`src/rtl/qddc_pkg.sv`:
```
package qddc_pkg;

   typedef logic [1:0] qddc_phase_t;

   typedef enum logic [1:0] {
      W_ZERO = 2'd0,
      W_POS  = 2'd1,
      W_NEG  = 2'd2
   } qddc_weight_e;

   // Lane weight for a phase, after the lane's lag in phases is removed.
   function automatic qddc_weight_e lane_weight(input qddc_phase_t ph,
                                                input qddc_phase_t lag,
                                                input logic        flip);
      qddc_phase_t rel;
      qddc_weight_e w;
      rel = ph - lag;
      case (rel)
         2'd0:    w = W_POS;
         2'd2:    w = W_NEG;
         default: w = W_ZERO;
      endcase
      if (flip && w == W_POS)      w = W_NEG;
      else if (flip && w == W_NEG) w = W_POS;
      return w;
   endfunction

endpackage

```
`src/rtl/qddc_phase_seq.sv`:
```
module qddc_phase_seq
   import qddc_pkg::*;
(
   input  logic        clk,
   input  logic        rst,
   input  logic        adv,
   output qddc_phase_t phase
);

   qddc_phase_t ph_q;

   always_ff @(posedge clk) begin
      if (rst)
         ph_q <= '0;
      else if (adv)
         ph_q <= ph_q + 2'd1;
   end

   assign phase = ph_q;

endmodule

```
`src/rtl/qddc_sign_lane.sv`:
```
module qddc_sign_lane
   import qddc_pkg::*;
#(
   parameter int DATA_W = 12,
   parameter int LAG    = 0
) (
   input  logic                clk,
   input  logic                rst,
   input  logic                ld,
   input  qddc_phase_t         phase,
   input  logic                flip,
   input  logic [DATA_W-1:0]   smp,
   output logic [DATA_W:0]     res
);

   localparam int OUT_W = DATA_W + 1;
   localparam qddc_phase_t LAG_PH = qddc_phase_t'(LAG);

   qddc_weight_e      w;
   logic [OUT_W-1:0]  ext;
   logic [OUT_W-1:0]  nxt;
   logic [OUT_W-1:0]  res_q;

   always_comb begin
      w   = lane_weight(phase, LAG_PH, flip);
      ext = {smp[DATA_W-1], smp};
      case (w)
         W_POS:   nxt = ext;
         W_NEG:   nxt = (~ext) + OUT_W'(1);
         default: nxt = '0;
      endcase
   end

   always_ff @(posedge clk) begin
      if (rst)
         res_q <= '0;
      else if (ld)
         res_q <= nxt;
   end

   assign res = res_q;

endmodule

```
`src/rtl/qrt_ddc.sv`:
```
module qrt_ddc
   import qddc_pkg::*;
#(
   parameter int DATA_W = 12
) (
   input  logic              clk,
   input  logic              rst,
   input  logic              in_vld,
   input  logic [DATA_W-1:0] in_smp,
   input  logic              spec_inv,
   output logic              out_vld,
   output logic [DATA_W:0]   out_i,
   output logic [DATA_W:0]   out_q
);

   localparam int OUT_W  = DATA_W + 1;
   localparam int LANES  = 2;

   if (DATA_W < 2) begin : g_bad_width
      $error("qrt_ddc: DATA_W must be at least 2");
   end

   qddc_phase_t      phase;
   logic             vld_q;
   logic [OUT_W-1:0] lane_res [LANES];

   qddc_phase_seq u_seq (
      .clk   (clk),
      .rst   (rst),
      .adv   (in_vld),
      .phase (phase)
   );

   for (genvar g = 0; g < LANES; g++) begin : g_lane
      logic flip;
      if (g == 0) begin : g_i
         assign flip = 1'b0;
      end else begin : g_q
         assign flip = spec_inv;
      end

      qddc_sign_lane #(
         .DATA_W (DATA_W),
         .LAG    (g)
      ) u_lane (
         .clk   (clk),
         .rst   (rst),
         .ld    (in_vld),
         .phase (phase),
         .flip  (flip),
         .smp   (in_smp),
         .res   (lane_res[g])
      );
   end

   always_ff @(posedge clk) begin
      if (rst)
         vld_q <= 1'b0;
      else
         vld_q <= in_vld;
   end

   assign out_vld = vld_q;
   assign out_i   = lane_res[0];
   assign out_q   = lane_res[1];

endmodule

```
`config.mk`:
```
export PLATFORM = sky130hd
export DESIGN_NAME = qrt_ddc
export DESIGN_NICKNAME = d
export VERILOG_FILES = /design/src/rtl/qddc_pkg.sv /design/src/rtl/qddc_phase_seq.sv /design/src/rtl/qddc_sign_lane.sv /design/src/rtl/qrt_ddc.sv
export SDC_FILE = /design/constraint.sdc
export NUM_CORES = 1
export LEC_CHECK = 0
export CORE_MARGIN = 5
export CORE_UTILIZATION = 52
export CTS_CLUSTER_SIZE = 40
export DETAILED_ROUTE_END_ITERATION = 6
export PLACE_DENSITY = 0.93
export SYNTH_ARGS = -nofsm -noshare
export SYNTH_HDL_FRONTEND = slang
export SYNTH_SLANG_ARGS = --single-unit
```
`constraint.sdc`:
```
create_clock -name clk -period 4.9 [get_ports clk]
set_input_delay 0.735 -clock clk [delete_from_list [all_inputs] [get_ports clk]]
set_output_delay 0.735 -clock clk [all_outputs]
set_load 0.02 [all_outputs]
```
== After elaboration in Yosys (flattened, before gate mapping) ==
Cells that the tools add are included.
Storage, ports and cells
  register bits after elaboration: 29
  logic and storage cells: 26
Cells by class
  multiplexer cells: 6
  $add $sub $neg: 3
  bitwise logic cells: 1
  eq/ne operators: 8
  reductions and logical operators: 4
Operator list (number)
  $pmux 13 s2: 2
  $add 13x1->13 const B: 1
  $not 13->13: 1
  $eq 2x2->1 const B: 5
  $pmux 2 s2: 2
  $eq 2x1->1 const B: 3
  $logic_not 2->1: 2
  $mux 2: 2
  $add 2x1->2 const B: 1
  $logic_and 1x1->1: 2
  $sub 2x1->2 const B: 1

== Logic depth before layout (Yosys ltp) ==
Gate-level depths: netlist of run 1.
  depth in word-level cells: 9
  mapped depth: 9

== Cells and area by module ==
From an unflattened synthesis of run 1, not the netlist that was laid out.
Unflattened totals
  cells, all modules: 213
  area, all modules: 1788.0 µm²
Modules (own cells, without submodules)
  qddc_sign_lane (g_lane[1].u_lane): cells an instance 102, sequential area each 260.2 µm², area each 844.6 µm², times used 1
  qddc_sign_lane (g_lane[0].u_lane): cells an instance 101, sequential area each 260.2 µm², area each 827.0 µm², times used 1
  qddc_phase_seq: cells an instance 7, sequential area each 40.0 µm², area each 78.8 µm², times used 1
  qrt_ddc: cells an instance 3, sequential area each 20.0 µm², area each 37.5 µm², times used 1

== Worst setup path before layout of run 1 ==
OpenSTA, ideal clock, no wires.
  path kind: input to register
  from: input spec_inv
  to: register g_lane[1].u_lane.res_q[6]
  slack: 2.663 ns
  stages: 5
  arrival: 2.162 ns
  path through: mux2_2 ha_1 nand3b_1 or3_1 a31oi_1
On the way
  longest elaborated chain between the ends: 5
  elaborated cells between the ends (all ways): 7
RTL lines
  from (decl): line qrt_ddc.sv:10  | input logic spec_inv,
  $logic_and 1x1->1: line qddc_pkg.sv:24  | else if (flip && w == W_NEG) w = W_POS;
  $mux 2: line qddc_pkg.sv:24
  $mux 2 (*): line qddc_pkg.sv:23  | if (flip && w == W_POS) w = W_NEG;
  $eq 2x2->1 / $eq 2x1->1 (equally long branches): line qddc_sign_lane.sv:27  | case (w)
  $pmux 13 s2 (*): line qddc_sign_lane.sv:27
  to (signal assigned): line qddc_sign_lane.sv:38  | res_q <= nxt;
  to (decl): line qddc_sign_lane.sv:22  | logic [OUT_W-1:0] res_q;
Every way passes the cells marked *; elsewhere a longest branch is shown, timed or not.
A chain may end at the register's enable or synchronous reset.

== Final worst setup path of run 1 ==
Same ends and word-level chain as after synthesis.

==> impl_metrics.csv, run 1 <==
group,metric,value,unit
outcome,run_status,"finished, final reports clean",
timing,maxSlewHeadroom,0.266,
power,power_frac_comb,0.243,
synthesis,synth-async-reset-ratio,0,
synthesis,synth_cell_type_count,47,
die,fp.dieH,67.1,um
power,peakVddDrop,0.154,mV
timing,fin_ws,2.26,ns
setup_path,crit_type,"in -> reg",
cells_and_area,drive_gt1_frac,0.0735,
detailed_routing,vias,1700,
die,placementRows,20,
die,die_w,67.1,um
detailed_routing,routed_wl,4340,um
synthesis,synthCells,210,
cells_and_area,multi_input_area,1000,um2
placed_design,place_inst,281,
clock_tree,ctsResizeCount,0,
clock_tree,cts_tree,"done",
grt,grt_max_degree,32,
synthesis,synth_top_cell_by_area,"dfxtp_1",
cells_and_area,final_cell_count_no_fill,289,
clock_tree,root_buffer,"clkbuf_4",
synthesis,ys_warn_count,0,
timing,fmax,379,MHz
setup_path,cp.required,5.15,ns
clock_tree,cts_hold_buf,0,
synthesis,netlist_top_cells_area,"dfxtp_1 (34%), nand2_1 (5.3%), ha_1 (5.2%)",
placed_design,dp_hpwl,2990,um
detailed_routing,drc,0,
clock_tree,postCtsSetupRepairBufs,0,
power,swShare,0.304,
power,p_leak,0.774,nW
timing,rsz0062_at_grt,"false",
grt,antenna_found_initial,0,
die,start_util,0.550,
placed_design,io_buffers,42,
cells_and_area,nFillCells,266,
timing,tns,0,ns
placed_design,gp_congestion,0.939,
detailed_routing,first_iter_violations,145,
setup_path,cp.arrival,2.89,ns
power,power_frac_seq,0.456,
setup_path,setup.worst_path.end_class,"flop",
setup_path,cp-start-kind,"input pin",
synthesis,ys_ff_latch,29,
grt,overflow,0,
clock_tree,cts_max_level,2,
timing,skew,0.00615,ns
synthesis,syn_avg_cell_area,8.06,um2
clock_tree,clk_pin_slew,0.10,ns
die,ios,43,
synthesis,netlist_area,1690,um2
die,dieArea,4500,um2
power,p_sw,0.171,mW
setup_path,cp_max_fo,9,
clock_tree,numCtsBuffers,5,
clock_tree,cts_buffer_depth,2,
synthesis,synth_edf_count,0,
power,powerDensity,259,nW/um2
synthesis,synth_top_area_share,0.343,
cells_and_area,syn_to_final_growth,28.1,%
timing,post-route-period-util,0.539,
synthesis,synth-seq-area-share,0.343,
grt,grt_pass1_vias,1568,
detailed_routing,first_pass_iters,4,
power,clkPwrFrac,0.301,
job,cap_violations,0,
timing,hold_violations,0,
die,core,3080,um2
timing,drv_slew,0,
power,power.internal,0.391,mW
placed_design,dpl_cell_area,2100,um2
cells_and_area,final_area,2170,um2
clock_tree,cts_sinks,29,
cells_and_area,diodes,0,
timing,min_period,2.64,ns
timing,worstMarginPinSlew,1.10,ns
grt,grt_usage,0.211,
cells_and_area,fin_nets,267,
detailed_routing,antenna_left,0,
clock_tree,clk_latency,0.34,ns
min_path,min_path_type,"reg -> reg",
detailed_routing,wl_per_cell,15.0,um
timing,setup_viol,0,
timing,timing.hold.ws,0.469,ns
synthesis,synth_ff_type,"dfxtp_1",
placed_design,post-place-ws,1.94,ns
cells_and_area,final-seq-area,581,um2
detailed_routing,vias_per_cell,5.88,
grt,grt_first_pass_wirelength,7220,um
synthesis,synthesis.nets,233,
==> kinds of logic after synthesis <==
family                   Yosys count  share of synthesized area
XOR/XNOR                           6                     0.0310
adder cells (fa/ha/maj)            7                     0.0517
flip-flops                        29                      0.343
multiplexers                       3                     0.0192
AND/OR/NAND/NOR                   89                      0.268
AO/OA/AOI/OAI                     51                      0.222
buffers and inverters             25                     0.0658
==> worst paths after layout <==
path | from | endpoint | slack (ns) | cells past startpoint
setup reg to reg | u_seq.phase[1]$_SDFFE_PP0P_ | g_lane[1].u_lane.res[6]$_SDFFE_PP0P_ | 2.57 | 8
hold reg to reg | g_lane[0].u_lane.res[0]$_SDFFE_PP0P_ | g_lane[0].u_lane.res[0]$_SDFFE_PP0P_ | 0.47 | 2
hold / removal | g_lane[0].u_lane.res[0]$_SDFFE_PP0P_ | g_lane[0].u_lane.res[0]$_SDFFE_PP0P_ | 0.47 | 2
setup / recovery | spec_inv | g_lane[1].u_lane.res[6]$_SDFFE_PP0P_ | 2.26 | 7
==> per-layer routing <==
| layer | wire, um | vias up | track usage |
|---|---|---|---|
| li1 | - | 831 | - |
| met1 | 1990 | 779 | 0.285 |
| met2 | 1950 | 81 | 0.320 |
| met3 | 326 | 9 | 0.0607 |
| met4 | 80 | 0 | 0.0658 |
| met5 | 0 | - | 0 |
==> cells in the mapped netlist (2+ instances only) <==
| master | count |
|---|---|
| a211oi_1 | 4 |
| a21boi_0 | 2 |
| a21oi_1 | 8 |
| a221oi_1 | 4 |
| a22oi_1 | 3 |
| a311oi_1 | 5 |
| a31oi_1 | 5 |
| a41oi_1 | 3 |
| and4_1 | 2 |
| buf_1 | 2 |
| buf_2 | 2 |
| buf_6 | 2 |
| clkbuf_1 | 10 |
| dfxtp_1 | 29 |
| ha_1 | 7 |
| inv_1 | 9 |
| mux2_2 | 2 |
| nand2_1 | 24 |
| nand3_1 | 12 |
| nand3b_1 | 3 |
| nor2_1 | 22 |
| nor2b_1 | 3 |
| nor3_1 | 7 |
| o21ai_0 | 4 |
| o21bai_1 | 3 |
| o22ai_1 | 2 |
| o31ai_2 | 2 |
| o41ai_1 | 2 |
| or3_1 | 5 |
| xnor2_1 | 5 |
==> registers in the layout, indices dropped and copies added (netlist names) <==
register	count
g_lane.u_lane.res	26
u_seq.phase	2
out_vld	1
==> power groups by stage <==
stage | combinational [mW] | sequential (mW) | clock, mW
after floorplan | 0.0700 | 0.275 | 0
after global placement | 0.132 | 0.261 | 0
after detailed placement | 0.134 | 0.262 | 0
after CTS | 0.136 | 0.256 | 0.172
after global routing | 0.149 | 0.258 | 0.187
final | 0.137 | 0.256 | 0.169
==> metrics by stage <==
step                 util  power, mW
global route        0.704      0.594
floorplan               -      0.345
CTS                 0.704      0.564
global placement    0.682      0.393
detailed placement  0.682      0.396
finish              0.704      0.562
==> critical path, stage by stage <==
cell	delay, ns
clkdlybuf4s50_1	0.49
mux2_2	0.35
ha_1	0.37
nand3b_1	0.33
o41ai_1	0.33
nand2_1	0.10
a31oi_1	0.17
==> cell type report <==
| class | instances | share of cell area |
|---|---|---|
| multi-input combinational | 156 | 0.462 |
| sequential | 29 | 0.268 |
| timing repair buffer | 43 | 0.197 |
| clock buffer | 7 | 0.0300 |
| tap | 44 | 0.0254 |
| inverter | 9 | 0.0156 |
| clock inverter | 1 | 0.00231 |
==> placed cells by master, fill, tap and decap left out, types with 2 or more instances in the layout <==
cell type / netlist / final
a211oi_1: 4 / 4
a21boi_0: 2 / 2
a21oi_1: 8 / 8
a221oi_1: 4 / 4
a22oi_1: 3 / 3
a311oi_1: 5 / 5
a31oi_1: 5 / 5
a41oi_1: 3 / 3
and4_1: 2 / 2
clkbuf_4: 0 / 5
clkbuf_8: 0 / 2
clkdlybuf4s50_1: 0 / 42
dfxtp_1: 29 / 29
ha_1: 7 / 7
inv_1: 9 / 9
mux2_2: 2 / 2
nand2_1: 24 / 24
nand3_1: 12 / 12
nand3b_1: 3 / 3
nor2_1: 22 / 22
nor2b_1: 3 / 3
nor3_1: 7 / 7
o21ai_0: 4 / 4
o21bai_1: 3 / 3
o22ai_1: 2 / 2
o31ai_2: 2 / 2
o41ai_1: 2 / 2
or3_1: 5 / 5
xnor2_1: 5 / 5
(Power assumes the default switching activity.)
==> run 2: changes to the inputs <==
--- a/config.mk
+++ b/config.mk
@@ -6,10 +6,10 @@
 export NUM_CORES = 1
 export LEC_CHECK = 0
 export CORE_MARGIN = 5
-export CORE_UTILIZATION = 52
+export CORE_UTILIZATION = 44
 export CTS_CLUSTER_SIZE = 40
 export DETAILED_ROUTE_END_ITERATION = 6
-export PLACE_DENSITY = 0.93
+export PLACE_DENSITY = 0.85
 export SYNTH_ARGS = -nofsm -noshare
 export SYNTH_HDL_FRONTEND = slang
 export SYNTH_SLANG_ARGS = --single-unit
==> constraint.sdc (replaced) <==
create_clock -name clk -period 2.2 [get_ports clk]
set_input_delay 0.33 -clock clk [delete_from_list [all_inputs] [get_ports clk]]
set_output_delay 0.33 -clock clk [all_outputs]
set_load 0.02 [all_outputs]
==> run 2 against run 1 <==
Via count is 6.9% higher. Wire length is 9.0% higher. Design area is 13% higher. Global-route usage is 2.1 points lower. Clock skew is 0.00060 ns higher. Non-clock buffer count is 27 higher. Combinational power grew to 2.6 times the previous value. Die area is 15% higher. Sequential power is 120% higher. Highest routed layer unchanged. Cell count is 11% higher. Worst setup slack worse by 2.2 ns. Critical path depth is 1 higher.
==> impl_metrics.csv, run 2 (synthesized netlist as in run 1, its figures left out) <==
group,metric,value,unit
cells_and_area,drive_gt1_frac,0.176,
detailed_routing,vias,1817,
detailed_routing,antenna_left,0,
grt,overflow,0,
clock_tree,cts_sinks,29,
timing,min_period,2.09,ns
power,swShare,0.269,
detailed_routing,wirelength_met1,2090,um
cells_and_area,final_common_cell,"clkdlybuf4s50_1",
setup_path,crit_type,"in -> reg",
timing,skew,0.00674,ns
placed_design,io_buffers,42,
placed_design,gp_congestion,0.938,
grt,grt_max_degree,21,
placed_design,dpl_cell_area,2280,um2
timing,fin_ws,0.110,ns
power,p_sw,0.403,mW
grt,grt_usage,0.190,
cells_and_area,layout.cells.most_common_list,"clkdlybuf4s50_1 (42), dfxtp_1 (28), buf_4 (28), nand2_1 (24), nor2_1 (22)",
placed_design,post-place-ws,-0.317,ns
detailed_routing,first_pass_iters,5,
job,cap_violations,0,
timing,rsz0062_at_grt,"false",
cells_and_area,syn_to_final_growth,44.8,%
die,core,3690,um2
detailed_routing,met3_wirelength,442,um
timing,post-route-period-util,0.950,
die,placementRows,22,
cells_and_area,diodes,0,
outcome,run_status,"finished, final reports clean",
detailed_routing,first_iter_violations,175,
power,power_frac_comb,0.236,
placed_design,dp_hpwl,3440,um
timing,maxSlewHeadroom,0.693,
cells_and_area,fin_util,0.665,
setup_path,setup.worst_path.end_class,"flop",
setup_path,cp.arrival,2.30,ns
die,dieArea,5190,um2
die,start_util,0.459,
detailed_routing,vias_per_cell,5.68,
die,fp.dieH,72.0,um
detailed_routing,top_layer_used,"met4",
grt,antenna_found_initial,0,
clock_tree,clk_pin_slew,0.06,ns
timing,worstMarginPinSlew,0.456,ns
power,peakVddDrop,0.324,mV
detailed_routing,drc,0,
clock_tree,cts_buffer_depth,2,
power,p_leak,0.935,nW
power,power,1.49,mW
die,ios,43,
timing,setup_viol,0,
clock_tree,numCtsBuffers,5,
setup_path,cp.required,2.41,ns
grt,grt_first_pass_wirelength,7730,um
setup_path,cp_max_fo,8,
detailed_routing,met2WireLength,2130,um
min_path,min_path_type,"reg -> reg",
power,power_frac_seq,0.383,
cells_and_area,final_area,2450,um2
timing,tns,0,ns
grt,grt_pass1_vias,1676,
die,die_w,72.0,um
timing,drv_slew,0,
power,powerDensity,610,nW/um2
timing,hold_violations,0,
clock_tree,cts_tree,"done",
cells_and_area,largest_reg_flops,26,
cells_and_area,fin_nets,294,
detailed_routing,routed_wl,4730,um
clock_tree,clk_latency,0.29,ns
setup_path,cp-start-kind,"input pin",
power,power.internal,1.09,mW
timing,fmax,479,MHz
clock_tree,cts_max_level,2,
detailed_routing,wl_per_cell,14.8,um
power,clkPwrFrac,0.381,
clock_tree,root_buffer,"clkbuf_8",
cells_and_area,nFillCells,314,
==> run 2: changes by cell type in the layout (fill, tap and decap cells not counted), moves of 2 or more <==
cell      previous run  this run
o41ai_2              0         2
buf_4                1        28
o41ai_1              2         0
clkbuf_8             2         6
clkbuf_4             5         0
==> run 2: worst max-delay path, stage by stage <==
cell and delay [ns]:
clkdlybuf4s50_1 0.49, mux2_2 0.35, inv_1 0.09, ha_4 0.21, nand3b_1 0.15, buf_4 0.18
or3_1 0.31, a31oi_1 0.16
==> run 2: path summary, 6_finish.rpt <==
path	endpoint	cells past startpoint	start	slack, ns
min reg2reg	g_lane[0].u_lane.res[0]$_SDFFE_PP0P_	2	g_lane[0].u_lane.res[0]$_SDFFE_PP0P_	0.46
min	g_lane[0].u_lane.res[0]$_SDFFE_PP0P_	2	g_lane[0].u_lane.res[0]$_SDFFE_PP0P_	0.46
max	g_lane[1].u_lane.res[6]$_SDFFE_PP0P_	8	spec_inv	0.11
max reg2reg	g_lane[1].u_lane.res[6]$_SDFFE_PP0P_	9	u_seq.phase[1]$_SDFFE_PP0P_	0.13
==> run 2: stage by stage <==
step,cells,hold WS (ns)
after CTS,319,0.471
after floorplan,210,0.490
after detailed placement,309,0.461
after global placement,309,0.448
after global routing,320,0.504
final,320,0.465
==> run 2: final cells by class <==
type | count | area [um2] | area share
Multi-Input combinational cell | 156 | 1030 | 0.420
Timing Repair Buffer | 70 | 631 | 0.257
Sequential cell | 29 | 582 | 0.237
Clock buffer | 7 | 86.3 | 0.0352
Tap cell | 48 | 60.1 | 0.0245
Inverter | 9 | 33.8 | 0.0138
Clock inverter | 1 | 30.0 | 0.0123
==> run 2: what timing repair did <==
action | CTS | global route
gates cloned | 0 | 0
pin swaps | 0 | 1
hold buffers | 0 | 0
gates resized for setup | 1 | 3
setup endpoints to repair | 3 | 8
buffers inserted | 2 | 1
==> run 2: per-layer routing <==
layer / global-route usage / up-vias
met5: 0 / -
met4: 0.0960 / 0
met3: 0.0429 / 11
met2: 0.278 / 86
met1: 0.261 / 833
li1: - / 887
==> run 2: power by group through the flow <==
stage | Combinational [mW] | Clock, mW | Sequential (mW)
2_1_floorplan | 0.156 | 0 | 0.612
3_5_place_dp | 0.339 | 0 | 0.583
5_1_grt | 0.382 | 0.602 | 0.576
3_3_place_gp | 0.334 | 0 | 0.582
6_report | 0.353 | 0.570 | 0.572
4_1_cts | 0.343 | 0.582 | 0.572
